--- src/rtl/cs_seq_pkg.sv ---
package cs_seq_pkg;

  localparam int ID_W = 5;

  localparam logic [1:0] MODE_AUTO = 2'd0;
  localparam logic [1:0] MODE_HOLD = 2'd2;
  localparam logic [1:0] MODE_OFF  = 2'd3;

  localparam logic [2:0] ADDR_ID   = 3'd0;
  localparam logic [2:0] ADDR_DEF  = 3'd1;
  localparam logic [2:0] ADDR_MODE = 3'd2;
  localparam logic [2:0] ADDR_DLYA = 3'd3;
  localparam logic [2:0] ADDR_DLYB = 3'd4;

  typedef enum logic [1:0] {
    DLY_LEAD  = 2'd0,
    DLY_TRAIL = 2'd1,
    DLY_QUIET = 2'd2,
    DLY_GAP   = 2'd3
  } dlySel_e;

  // Strobes from control to datapath
  typedef struct packed {
    logic    clrCnt;
    logic    latchSel;
    logic    csOn;
    dlySel_e dlySel;
  } ctlStrobe_t;

  // Status from datapath to control
  typedef struct packed {
    logic cntDone;
    logic cfgChg;
    logic holdMode;
    logic offMode;
  } dpStatus_t;

endpackage

--- src/rtl/cs_seq_dp.sv ---
module cs_seq_dp
  import cs_seq_pkg::*;
#(
  parameter int NUM_CS = 4,
  parameter int DLY_W  = 8
) (
  input  logic              clk,
  input  logic              rstN,
  input  logic              cfgWrEn,
  input  logic [2:0]        cfgAddr,
  input  logic [31:0]       cfgWrData,
  output logic [31:0]       cfgRdData,
  input  logic              sckTick,
  input  ctlStrobe_t        ctl,
  output dpStatus_t         stat,
  output logic [NUM_CS-1:0] csOut
);

  logic [ID_W-1:0]   idReg;
  logic [NUM_CS-1:0] defReg;
  logic [1:0]        modeReg;
  logic [DLY_W-1:0]  dlyLead, dlyTrail, dlyQuiet, dlyGap;
  logic [DLY_W-1:0]  cnt, selDly;
  logic [ID_W-1:0]   snapId;
  logic [NUM_CS-1:0] snapDef, selMask;
  logic              relPend, selHit, offMode;

  assign selHit = cfgWrEn && ((cfgAddr == ADDR_ID) || (cfgAddr == ADDR_DEF));

  // configuration words
  always_ff @(posedge clk) begin
    if (!rstN) begin
      idReg    <= '0;
      defReg   <= '1;
      modeReg  <= MODE_AUTO;
      dlyLead  <= DLY_W'(1);
      dlyTrail <= DLY_W'(1);
      dlyQuiet <= DLY_W'(1);
      dlyGap   <= '0;
    end else if (cfgWrEn) begin
      unique case (cfgAddr)
        ADDR_ID:   idReg   <= cfgWrData[ID_W-1:0];
        ADDR_DEF:  defReg  <= cfgWrData[NUM_CS-1:0];
        ADDR_MODE: modeReg <= cfgWrData[1:0];
        ADDR_DLYA: begin
          dlyLead  <= cfgWrData[DLY_W-1:0];
          dlyTrail <= cfgWrData[16 +: DLY_W];
        end
        ADDR_DLYB: begin
          dlyQuiet <= cfgWrData[DLY_W-1:0];
          dlyGap   <= cfgWrData[16 +: DLY_W];
        end
        default: ;
      endcase
    end
  end

  always_comb begin
    cfgRdData = '0;
    unique case (cfgAddr)
      ADDR_ID:   cfgRdData[ID_W-1:0]   = idReg;
      ADDR_DEF:  cfgRdData[NUM_CS-1:0] = defReg;
      ADDR_MODE: cfgRdData[1:0]        = modeReg;
      ADDR_DLYA: begin
        cfgRdData[DLY_W-1:0]  = dlyLead;
        cfgRdData[16 +: DLY_W] = dlyTrail;
      end
      ADDR_DLYB: begin
        cfgRdData[DLY_W-1:0]  = dlyQuiet;
        cfgRdData[16 +: DLY_W] = dlyGap;
      end
      default: cfgRdData = '0;
    endcase
  end

  // snapshot of the selection at frame start, pending-release flag
  always_ff @(posedge clk) begin
    if (!rstN) begin
      snapId  <= '0;
      snapDef <= '1;
      relPend <= 1'b0;
    end else if (ctl.latchSel) begin
      snapId  <= idReg;
      snapDef <= defReg;
      relPend <= 1'b0;
    end else if (selHit) begin
      relPend <= 1'b1;
    end
  end

  // delay counter in serial periods
  always_comb begin
    unique case (ctl.dlySel)
      DLY_LEAD:  selDly = dlyLead;
      DLY_TRAIL: selDly = dlyTrail;
      DLY_QUIET: selDly = dlyQuiet;
      default:   selDly = dlyGap;
    endcase
  end

  always_ff @(posedge clk) begin
    if (!rstN)                          cnt <= '0;
    else if (ctl.clrCnt)                cnt <= '0;
    else if (sckTick && cnt != selDly)  cnt <= cnt + DLY_W'(1);
  end

  for (genvar i = 0; i < NUM_CS; i++) begin : g_sel
    assign selMask[i] = (snapId == ID_W'(i));
  end

  assign offMode = (modeReg == MODE_OFF);
  assign csOut   = (ctl.csOn && !offMode) ? (snapDef ^ selMask) : defReg;

  assign stat.cntDone  = (cnt == selDly);
  assign stat.cfgChg   = relPend;
  assign stat.holdMode = (modeReg == MODE_HOLD);
  assign stat.offMode  = offMode;

  assert_cnt_stable_R12: assert property (@(posedge clk) disable iff (!rstN)
    (!ctl.clrCnt && !sckTick) |=> $stable(cnt));

  assert_one_line_R3: assert property (@(posedge clk) disable iff (!rstN)
    (ctl.csOn && !offMode && (snapId < ID_W'(NUM_CS))) |-> ($countones(csOut ^ snapDef) == 1));

  assert_release_flag_R8: assert property (@(posedge clk) disable iff (!rstN)
    (selHit && !ctl.latchSel) |=> stat.cfgChg);

endmodule

--- src/rtl/cs_seq_ctl.sv ---
module cs_seq_ctl
  import cs_seq_pkg::*;
(
  input  logic       clk,
  input  logic       rstN,
  input  logic       frameReq,
  input  logic       frameDone,
  input  dpStatus_t  stat,
  output ctlStrobe_t ctl,
  output logic       frameGo
);

  typedef enum logic [2:0] {
    ST_IDLE, ST_LEAD, ST_RUN, ST_TRAIL, ST_QUIET, ST_GAP, ST_HELD
  } state_e;

  state_e st, nxt;
  logic   go, latch, csOn;
  dlySel_e dsel;

  always_comb begin
    nxt   = st;
    go    = 1'b0;
    latch = 1'b0;
    dsel  = DLY_LEAD;
    unique case (st)
      ST_IDLE: if (frameReq) begin
        latch = 1'b1;
        if (stat.offMode) begin nxt = ST_RUN; go = 1'b1; end
        else nxt = ST_LEAD;
      end
      ST_LEAD: begin
        dsel = DLY_LEAD;
        if (stat.cntDone) begin nxt = ST_RUN; go = 1'b1; end
      end
      ST_RUN: if (frameDone) begin
        if (stat.holdMode)     nxt = ST_GAP;
        else if (stat.offMode) nxt = ST_IDLE;
        else                   nxt = ST_TRAIL;
      end
      ST_TRAIL: begin
        dsel = DLY_TRAIL;
        if (stat.cntDone) nxt = ST_QUIET;
      end
      ST_QUIET: begin
        dsel = DLY_QUIET;
        if (stat.cntDone) nxt = ST_IDLE;
      end
      ST_GAP: begin
        dsel = DLY_GAP;
        if (stat.cntDone) nxt = ST_HELD;
      end
      ST_HELD: begin
        if (!stat.holdMode || stat.cfgChg) nxt = ST_TRAIL;
        else if (frameReq) begin nxt = ST_RUN; go = 1'b1; end
      end
      default: nxt = ST_IDLE;
    endcase
  end

  always_ff @(posedge clk) begin
    if (!rstN) st <= ST_IDLE;
    else       st <= nxt;
  end

  assign csOn = (st == ST_LEAD) || (st == ST_RUN) || (st == ST_TRAIL) ||
                (st == ST_GAP)  || (st == ST_HELD);

  assign ctl.clrCnt   = (nxt != st);
  assign ctl.latchSel = latch;
  assign ctl.csOn     = csOn;
  assign ctl.dlySel   = dsel;
  assign frameGo      = go;

  assert_go_with_cs_R4: assert property (@(posedge clk) disable iff (!rstN)
    (frameGo && !stat.offMode) |-> csOn);

  assert_done_leaves_run_R5: assert property (@(posedge clk) disable iff (!rstN)
    (st == ST_RUN && frameDone) |=> (st != ST_RUN));

  assert_hold_stays_R7: assert property (@(posedge clk) disable iff (!rstN)
    (st == ST_HELD && stat.holdMode && !stat.cfgChg && !frameReq) |=> (st == ST_HELD));

endmodule

--- src/rtl/cs_sequencer.sv ---
module cs_sequencer
  import cs_seq_pkg::*;
#(
  parameter int NUM_CS = 4,
  parameter int DLY_W  = 8
) (
  input  logic              clk,
  input  logic              rstN,
  input  logic              cfgWrEn,
  input  logic [2:0]        cfgAddr,
  input  logic [31:0]       cfgWrData,
  output logic [31:0]       cfgRdData,
  input  logic              sckTick,
  input  logic              frameReq,
  output logic              frameGo,
  input  logic              frameDone,
  output logic [NUM_CS-1:0] csOut
);

  ctlStrobe_t ctl;
  dpStatus_t  stat;

  cs_seq_ctl u_ctl (
    .clk(clk), .rstN(rstN), .frameReq(frameReq), .frameDone(frameDone),
    .stat(stat), .ctl(ctl), .frameGo(frameGo)
  );

  cs_seq_dp #(.NUM_CS(NUM_CS), .DLY_W(DLY_W)) u_dp (
    .clk(clk), .rstN(rstN), .cfgWrEn(cfgWrEn), .cfgAddr(cfgAddr),
    .cfgWrData(cfgWrData), .cfgRdData(cfgRdData), .sckTick(sckTick),
    .ctl(ctl), .stat(stat), .csOut(csOut)
  );

endmodule

--- config.mk ---
export PLATFORM = sky130hd
export DESIGN_NAME = cs_sequencer
export DESIGN_NICKNAME = d
export VERILOG_FILES = /design/src/rtl/cs_seq_pkg.sv /design/src/rtl/cs_seq_dp.sv /design/src/rtl/cs_seq_ctl.sv /design/src/rtl/cs_sequencer.sv
export SDC_FILE = /design/constraint.sdc
export NUM_CORES = 1
export LEC_CHECK = 0
export BUFFER_PORTS_ARGS = -buffer_cell sky130_fd_sc_hd__buf_2
export CORE_MARGIN = 1
export CORE_UTILIZATION = 30
export CTS_CLUSTER_DIAMETER = 200
export CTS_CLUSTER_SIZE = 30
export DETAILED_ROUTE_END_ITERATION = 6
export HOLD_SLACK_MARGIN = 0.05
export SYNTH_ARGS = -nofsm -noshare
export SYNTH_HDL_FRONTEND = slang
export SYNTH_HIERARCHICAL = 1
export SYNTH_SLANG_ARGS = --single-unit
--- constraint.sdc ---
create_clock -name clk -period 4.4 [get_ports clk]
set_input_delay 0 -clock clk [delete_from_list [all_inputs] [get_ports clk]]
set_output_delay 0 -clock clk [all_outputs]
set_load 0.01 [all_outputs]
==> metrics.log, run 1 <==
INFO  metric clock-root-buffer = sky130_fd_sc_hd__clkbuf_16
INFO  metric final_design_area_no_fill = 4279 um^2
INFO  metric fin_crit = 3908 ps
INFO  metric initial_utilization = 31.18%
INFO  metric relSlewSlack = 27.04%
INFO  metric maxCapViolations = 0
INFO  metric placement.io_buffers = 45
INFO  metric antenna_left = 0
INFO  metric cts-root-to-sink-buffers = 2
INFO  metric fraction_of_synthesis_flops_using_an_asynchronous_set_or_reset_pin = 0%
INFO  metric cts_buffers = 9
INFO  metric mostFrequentLayoutCells = 85 x sky130_fd_sc_hd__nand2_1, 64 x sky130_fd_sc_hd__dfxtp_1, 45 x sky130_fd_sc_hd__buf_2, 29 x sky130_fd_sc_hd__a21boi_0, 20 x sky130_fd_sc_hd__nor2b_1
INFO  metric met3_length = 376 um
INFO  metric grt_first_pass_wirelength = 14.11 mm
INFO  metric first_global_vias = 2921
INFO  metric met2_length = 4.167 mm
INFO  metric path_clk_slew = 60 ps
INFO  metric start_kind = flop
INFO  metric synth_cell_type_count = 52
INFO  metric cp.arrival = 4160 ps
INFO  metric power.density = 378.9 nW/um^2
INFO  metric worstReg2RegStart = u_ctl/st[1]
INFO  metric post_synth.cell_area_avg = 8.689 um^2
INFO  metric setup.worst_path.start = u_ctl/st[1]
INFO  metric hold_violations_final = 0
INFO  metric h_tree_levels = 3
INFO  metric synth.cell_area = 3606 um^2
INFO  metric tightestPinTransition = 1090 ps
INFO  metric synth.yosys.warnings = 6
INFO  metric antennaDiodeCount = 0
INFO  metric crit_family = simple AND/OR/NAND/NOR gates
INFO  metric die_w = 111.6 um
INFO  metric synth_edf_count = 0
INFO  metric worstPathBufferInverterCount = 0
INFO  metric grt_antenna_before_repair = 0
INFO  metric rrSetupSlack = 490 ps
INFO  metric status = finished, violations left
INFO  metric final_layout_size_suffix_gt1_share = 16.63%
INFO  metric tritoncts = built
INFO  metric timing.critical_path.depth = 12
INFO  metric core_area = 11560 um^2
INFO  metric worst_ir_drop_vdd = 0.1745 mV
INFO  metric endpoint = u_dp/cnt[7]
INFO  metric violations = DRC
INFO  metric io_pins = 78
INFO  metric rr_endpoint = u_dp/cnt[7]
INFO  metric die_height = 111.6 um
INFO  metric detailroute.via_count = 2983
INFO  metric final_min_period_over_clock_period = 88.83%
INFO  metric max_freq = 255.9 MHz
INFO  metric firstDrtPassIters = 7
INFO  metric reg2regPathDepth = 12
INFO  metric setup.worst_path.class = reg -> reg
INFO  metric cts_setup_buffers = 0
INFO  metric synthCells = 415
INFO  metric setup_viol_count_final = 0
INFO  metric critPathRequiredTime = 4650 ps
INFO  metric global_route.usage.total = 14.34%
INFO  metric crit_path_top_delay_cell = sky130_fd_sc_hd__mux4_1
INFO  metric cp_cell_sequence = xor2_1 > and2_1 > mux4_1 > xnor2_1 > nand4_1 > nor2_1 > nor2b_4 > a32o_1 > o41ai_1 > o21ai_1 > nand2b_1 > a21oi_1
INFO  metric drt-initial-drc-count = 177
INFO  metric endpoint_kind = flop
INFO  metric placementRows = 39
INFO  metric post_drt_via_cell_ratio = 4.922
INFO  metric leakage_power = 1.656 nW
INFO  metric finalClockSkew = 9.588 ps
INFO  metric finish.net_count = 500
INFO  metric cts_num_sinks = 64
INFO  metric routedLengthMet1 = 4.050 mm
INFO  metric hold-worst-slack = 100.5 ps
INFO  metric finalPower = 0.001622 W
INFO  metric yosysSeqAreaShare = 35.53%
INFO  metric slew_violations = 0
INFO  metric dpl_cell_area = 3797 um^2
INFO  metric worst_hold_path_type = in -> reg
INFO  metric dr.max_layer_used = met4
INFO  metric grt_max_degree = 57
INFO  metric gp_congestion = 0.8231
INFO  metric clk-insertion-delay-late = 330 ps
INFO  metric unrepaired_setup_endpoints_after_global_routing = no
INFO  metric flops_latches_synth = 64
INFO  metric grt.overflow.total = 0
INFO  metric drt-total-wl = 8.688 mm
INFO  metric tns = 0 ps
INFO  metric dp_hpwl = 6.042 mm
INFO  metric dieArea = 12460 um^2
INFO  metric synth_ff_type = sky130_fd_sc_hd__dfxtp_1
INFO  metric drc_errors = 5
INFO  metric areaGrowthSynthToFinish = 18.67%
INFO  metric mostFrequentLayoutCell = sky130_fd_sc_hd__nand2_1
INFO  metric detail_route.wl_per_cell = 14.34 um
INFO  metric crit_path_max_fanout = 11
INFO  metric cpPeakStageDelay = 670 ps
[flip-flops by register name, summed over array words and instances (netlist names)]
| register | flops |
|---|---|
| u_dp/defReg | 4 |
| u_dp/cnt | 8 |
| u_dp/snapDef | 4 |
| u_dp/snapId | 5 |
| u_dp/dlyTrail | 8 |
| u_dp/dlyQuiet | 8 |
| u_dp/relPend | 1 |
| u_ctl/st | 3 |
| u_dp/dlyGap | 8 |
| u_dp/modeReg | 2 |
| u_dp/idReg | 5 |
| u_dp/dlyLead | 8 |
[metrics by stage]
stage	setup WS, ps	std cells	utilization (%)
after floorplan	1147	430	-
after global placement	526.1	574	32.84
after detailed placement	453.4	574	32.84
after CTS	424.1	606	37.00
after global routing	34.19	606	37.00
final	491.6	606	37.00
[worst reg2reg max path, cell delays in order, from the launching register on]
cell	delay, ps
sky130_fd_sc_hd__dfxtp_1	570
sky130_fd_sc_hd__xor2_1	270
sky130_fd_sc_hd__and2_1	440
sky130_fd_sc_hd__mux4_1	670
sky130_fd_sc_hd__xnor2_1	190
sky130_fd_sc_hd__nand4_1	140
sky130_fd_sc_hd__nor2_1	260
sky130_fd_sc_hd__nor2b_4	80
sky130_fd_sc_hd__a32o_1	230
sky130_fd_sc_hd__o41ai_1	340
sky130_fd_sc_hd__o21ai_1	140
sky130_fd_sc_hd__nand2b_1	270
sky130_fd_sc_hd__a21oi_1	210
[cell families after synthesis]
logic type | after synthesis | share of synthesized area, %
adder cells (fa/ha/maj) | 1 | 0.3469
buffers and inverters | 50 | 8.293
AO/OA/AOI/OAI | 86 | 17.04
flip-flops | 64 | 35.53
XOR/XNOR | 14 | 3.400
AND/OR/NAND/NOR | 170 | 23.21
multiplexers | 29 | 12.07
other | 1 | 0.1040
[routing by layer]
layer / vias to the layer above / track usage [%]
met4: 0 / 5.495
met3: 6 / 3.266
met2: 74 / 23.44
met5: - / 0
met1: 1397 / 18.34
li1: 1506 / -
[cell usage after synthesis (all sizes together), types with 3 or more instances]
master | count | area share [%]
nand2 | 85 | 8.8
dfxtp | 64 | 36
a21boi | 30 | 6.2
buf | 25 | 5.4
clkbuf | 21 | 2.5
nor2b | 21 | 3.9
mux2i | 18 | 5.0
nand3 | 17 | 2.4
nor2 | 16 | 1.7
a21oi | 14 | 1.9
a22o | 12 | 2.9
o21ai | 12 | 1.8
xnor2 | 11 | 2.7
mux4 | 9 | 6.5
and2 | 4 | 0.69
inv | 4 | 0.42
nand2b | 4 | 0.76
nor3b | 4 | 0.83
or3 | 4 | 0.83
a22oi | 3 | 0.62
xor2 | 3 | 0.73
[what timing repair did]
| action | CTS | global route |
|---|---|---|
| hold buffers | 16 | 0 |
| resized for setup | 0 | 0 |
| endpoints found under the hold margin | 42 | 0 |
[worst min-delay path by stage]
| stage | start | endpoint | slack (ps) | depth (start not counted) |
|---|---|---|---|---|
| after floorplan | cfgWrData[0] | u_dp/dlyQuiet[0] | 120 | 2 |
| final | cfgAddr[0] | u_dp/defReg[2] | 100 | 3 |
| after global routing | cfgAddr[0] | u_dp/defReg[2] | 110 | 3 |
| after global placement | cfgWrData[7] | u_dp/dlyQuiet[7] | 260 | 3 |
| after detailed placement | cfgWrData[21] | u_dp/dlyTrail[5] | 270 | 3 |
| after CTS | cfgAddr[0] | u_dp/defReg[2] | 90 | 3 |
[area by class of cell]
type / instances / area (um^2)
clock buffers: 10 / 229.0
clock inverters: 6 / 92.59
fillers: 1147 / 7286
inverters: 4 / 15.01
multi-input cells: 316 / 2082
flip-flops and latches: 64 / 1281
well taps: 143 / 178.9
repair buffers: 63 / 400.4
[power breakdown]
part	switching [W]	internal, W	total (W)
clock network	0.000262	0.000498	0.000761
logic	0.000131	0.000105	0.000236
registers	0.0000265	0.000598	0.000625
total	0.000420	0.00120	0.00162
No activity file was read; power rests on OpenSTA's default activity.
==> run 2, diff against run 1 <==
==> constraint.sdc (replaced) <==
create_clock -name clk -period 5.01 [get_ports clk]
set_input_delay 0 -clock clk [delete_from_list [all_inputs] [get_ports clk]]
set_output_delay 0 -clock clk [all_outputs]
set_load 0.01 [all_outputs]
==> run 2 against run 1 <==
Against the previous run: the run still ends with DRC left; critical endpoint is now u_dp/cnt[5]; worst hold slack gained 2.9 ps; core utilization fell by 0.39 points; setup slack gained 390 ps; fmax fell by 5.3%; total power fell by 18%; combinational power down 14%; clock power shrank 24%; largest power group unchanged.
==> metrics.log, run 2 (same netlist as run 1, synthesis figures left out) <==
INFO  metric status = finished, violations left (unchanged)
INFO  metric violations = DRC (unchanged)
INFO  metric cts-root-to-sink-buffers = 2 (unchanged)
INFO  metric worst_hold_path.num_cells = 3 (unchanged)
INFO  metric fillCellCount = 1168 (was 1147)
INFO  metric drt-initial-drc-count = 135 (was 177)
INFO  metric critPathRequiredTime = 5260 ps (was 4650 ps)
INFO  metric finish.net_count = 499 (was 500)
INFO  metric slew_violations = 0 (unchanged)
INFO  metric finalPower = 0.001328 W (was 0.001622 W)
INFO  metric final_layout_size_suffix_gt1_share = 16.67% (was 16.63%)
INFO  metric post_drt_via_cell_ratio = 5.003 (was 4.922)
INFO  metric worst_hold_path_type = in -> reg (unchanged)
INFO  metric placementRows = 39 (unchanged)
INFO  metric start_kind = flop (unchanged)
INFO  metric cpPeakStageDelay = 670 ps (about the same)
INFO  metric power.density = 313.8 nW/um^2 (was 378.9 nW/um^2)
INFO  metric endpoint_kind = flop (unchanged)
INFO  metric h_tree_levels = 3 (unchanged)
INFO  metric clock-root-buffer = sky130_fd_sc_hd__clkbuf_16 (unchanged)
INFO  metric tns = 0 ps (unchanged)
INFO  metric detail_route.wl_per_cell = 14.15 um (was 14.34 um)
INFO  metric maxCapViolations = 0 (unchanged)
INFO  metric setup_viol_count_final = 0 (unchanged)
INFO  metric grt_antenna_before_repair = 0 (unchanged)
INFO  metric areaGrowthSynthToFinish = 17.42% (was 18.67%)
INFO  metric antenna_left = 0 (unchanged)
INFO  metric sequential_cell_area = 1281 um^2 (unchanged)
INFO  metric grt_max_degree = 57 (unchanged)
INFO  metric drt-total-wl = 8.558 mm (was 8.688 mm)
INFO  metric global_route.usage.total = 14.20% (was 14.34%)
INFO  metric grt.overflow.total = 0 (unchanged)
INFO  metric placement.io_buffers = 45 (unchanged)
INFO  metric worst_ir_drop_vdd = 0.1260 mV (was 0.1745 mV)
INFO  metric mostFrequentLayoutCells = 85 x sky130_fd_sc_hd__nand2_1, 64 x sky130_fd_sc_hd__dfxtp_1, 45 x sky130_fd_sc_hd__buf_2, 29 x sky130_fd_sc_hd__a21boi_0, 20 x sky130_fd_sc_hd__nor2b_1 (unchanged)
INFO  metric dieArea = 12460 um^2 (unchanged)
INFO  metric fin_crit = 4128 ps (was 3908 ps)
INFO  metric antennaDiodeCount = 0 (unchanged)
INFO  metric crit_path_max_fanout = 11 (unchanged)
INFO  metric grt_first_pass_wirelength = 14.15 mm (was 14.11 mm)
INFO  metric cts_buffers = 9 (unchanged)
INFO  metric path_clk_slew = 60 ps (about the same)
INFO  metric setup.worst_path.class = reg -> reg (unchanged)
INFO  metric clk-insertion-delay-late = 330 ps (about the same)
INFO  metric final_min_period_over_clock_period = 82.40% (was 88.83%)
INFO  metric multi_input_comb_area = 2082 um^2 (unchanged)
INFO  metric tritoncts = built (unchanged)
INFO  metric detailroute.via_count = 3027 (was 2983)
INFO  metric unrepaired_setup_endpoints_after_global_routing = no (unchanged)
INFO  metric io_pins = 78 (unchanged)
INFO  metric dpl_cell_area = 3790 um^2 (was 3797 um^2)
INFO  metric gp_congestion = 0.8145 (was 0.8231)
INFO  metric die_height = 111.6 um (unchanged)
INFO  metric finalClockSkew = 6.645 ps (was 9.588 ps)
INFO  metric dp_hpwl = 6.079 mm (was 6.042 mm)
INFO  metric die_w = 111.6 um (unchanged)
INFO  metric cp_cell_sequence = xor2_1 > and2_1 > mux4_1 > xnor2_1 > nand4_1 > nor2_1 > nor2b_4 > a32o_1 > o41ai_1 > o21ai_1 > nand2b_1 > a21oi_1 (unchanged)
INFO  metric reg2regPathDepth = 12 (unchanged)
INFO  metric mostFrequentLayoutCell = sky130_fd_sc_hd__nand2_1 (unchanged)
INFO  metric drc_errors = 5 (unchanged)
INFO  metric crit_path_top_delay_cell = sky130_fd_sc_hd__mux4_1 (unchanged)
INFO  metric leakage_power = 1.632 nW (was 1.656 nW)
INFO  metric hold_violations_final = 0 (unchanged)
INFO  metric cts_num_sinks = 64 (unchanged)
INFO  metric ctsResizeCount = 0 (unchanged)
INFO  metric first_global_vias = 2927 (was 2921)
INFO  metric core_area = 11560 um^2 (unchanged)
INFO  metric cp.arrival = 4380 ps (was 4160 ps)
INFO  metric final_design_area_no_fill = 4234 um^2 (was 4279 um^2)
INFO  metric initial_utilization = 31.18% (unchanged)
INFO  metric firstDrtPassIters = 7 (unchanged)
INFO  metric relSlewSlack = 32.35% (was 27.04%)
INFO  metric tightestPinTransition = 1011 ps (was 1090 ps)
INFO  metric max_freq = 242.2 MHz (was 255.9 MHz)
-- run 2: cell types whose count changed in the layout (fill, tap and decap cells not counted) --
cell                         previous run  this run
sky130_fd_sc_hd__inv_6                  1         0
sky130_fd_sc_hd__bufinv_16              2         0
sky130_fd_sc_hd__clkbuf_1               1         0
sky130_fd_sc_hd__clkbuf_8               0         1
sky130_fd_sc_hd__buf_4                  2         1
sky130_fd_sc_hd__clkinvlp_4             2         3
sky130_fd_sc_hd__clkinv_2               0         1
sky130_fd_sc_hd__clkinv_4               1         2
-- run 2: metal layers --
layer	vias to the layer above	track usage, %	routed length (um)
met1	1433	18.84	3970
met5	-	0	0
met3	13	1.579	314
li1	1499	-	-
met2	82	23.52	4142
met4	0	5.676	131
-- run 2: critical path: cells and delay by family (launching register included) --
family	cells	cell delay (ps)
compound gates	4	950
xor+xnor	2	460
flops	1	590
mux	1	670
simple gates	5	1390
-- run 2: what timing repair did --
action / CTS / global route
hold endpoints to repair: 40 / 0
setup buffers: 0 / 0
hold buffers: 16 / 0
-- run 2: final cells by class --
class                   count  share of cell area (%)
well taps                 143                   4.226
repair buffers             62                   9.279
inverters                   4                  0.3546
flip-flops and latches     64                   30.26
clock buffers              10                   5.644
multi-input cells         316                   49.17
clock inverters             6                   1.064
-- run 2: metrics by stage --
stage | hold WS [ps] | cells | setup WS (ps) | util [%]
floorplan | 123.9 | 430 | 1757 | -
global placement | 229.8 | 573 | 933.4 | 32.77
detailed placement | 233.6 | 573 | 858.8 | 32.77
CTS | 95.68 | 605 | 850.4 | 36.61
global route | 122.1 | 605 | 554.5 | 36.61
finish | 103.4 | 605 | 881.5 | 36.61
-- run 2: worst paths after layout --
check	startpoint	slack, ps	endpoint
max reg2reg	u_ctl/st[1]	880	u_dp/cnt[5]
min reg2reg	u_dp/dlyQuiet[7]	470	u_dp/dlyQuiet[7]
max	u_ctl/st[1]	880	u_dp/cnt[5]
min	cfgAddr[0]	100	u_dp/defReg[2]
-- run 2: power breakdown --
part           switching (W)  internal, W  total (W)
sequential         0.0000237     0.000525   0.000549
clock               0.000228     0.000348   0.000576
combinational       0.000114    0.0000897   0.000203
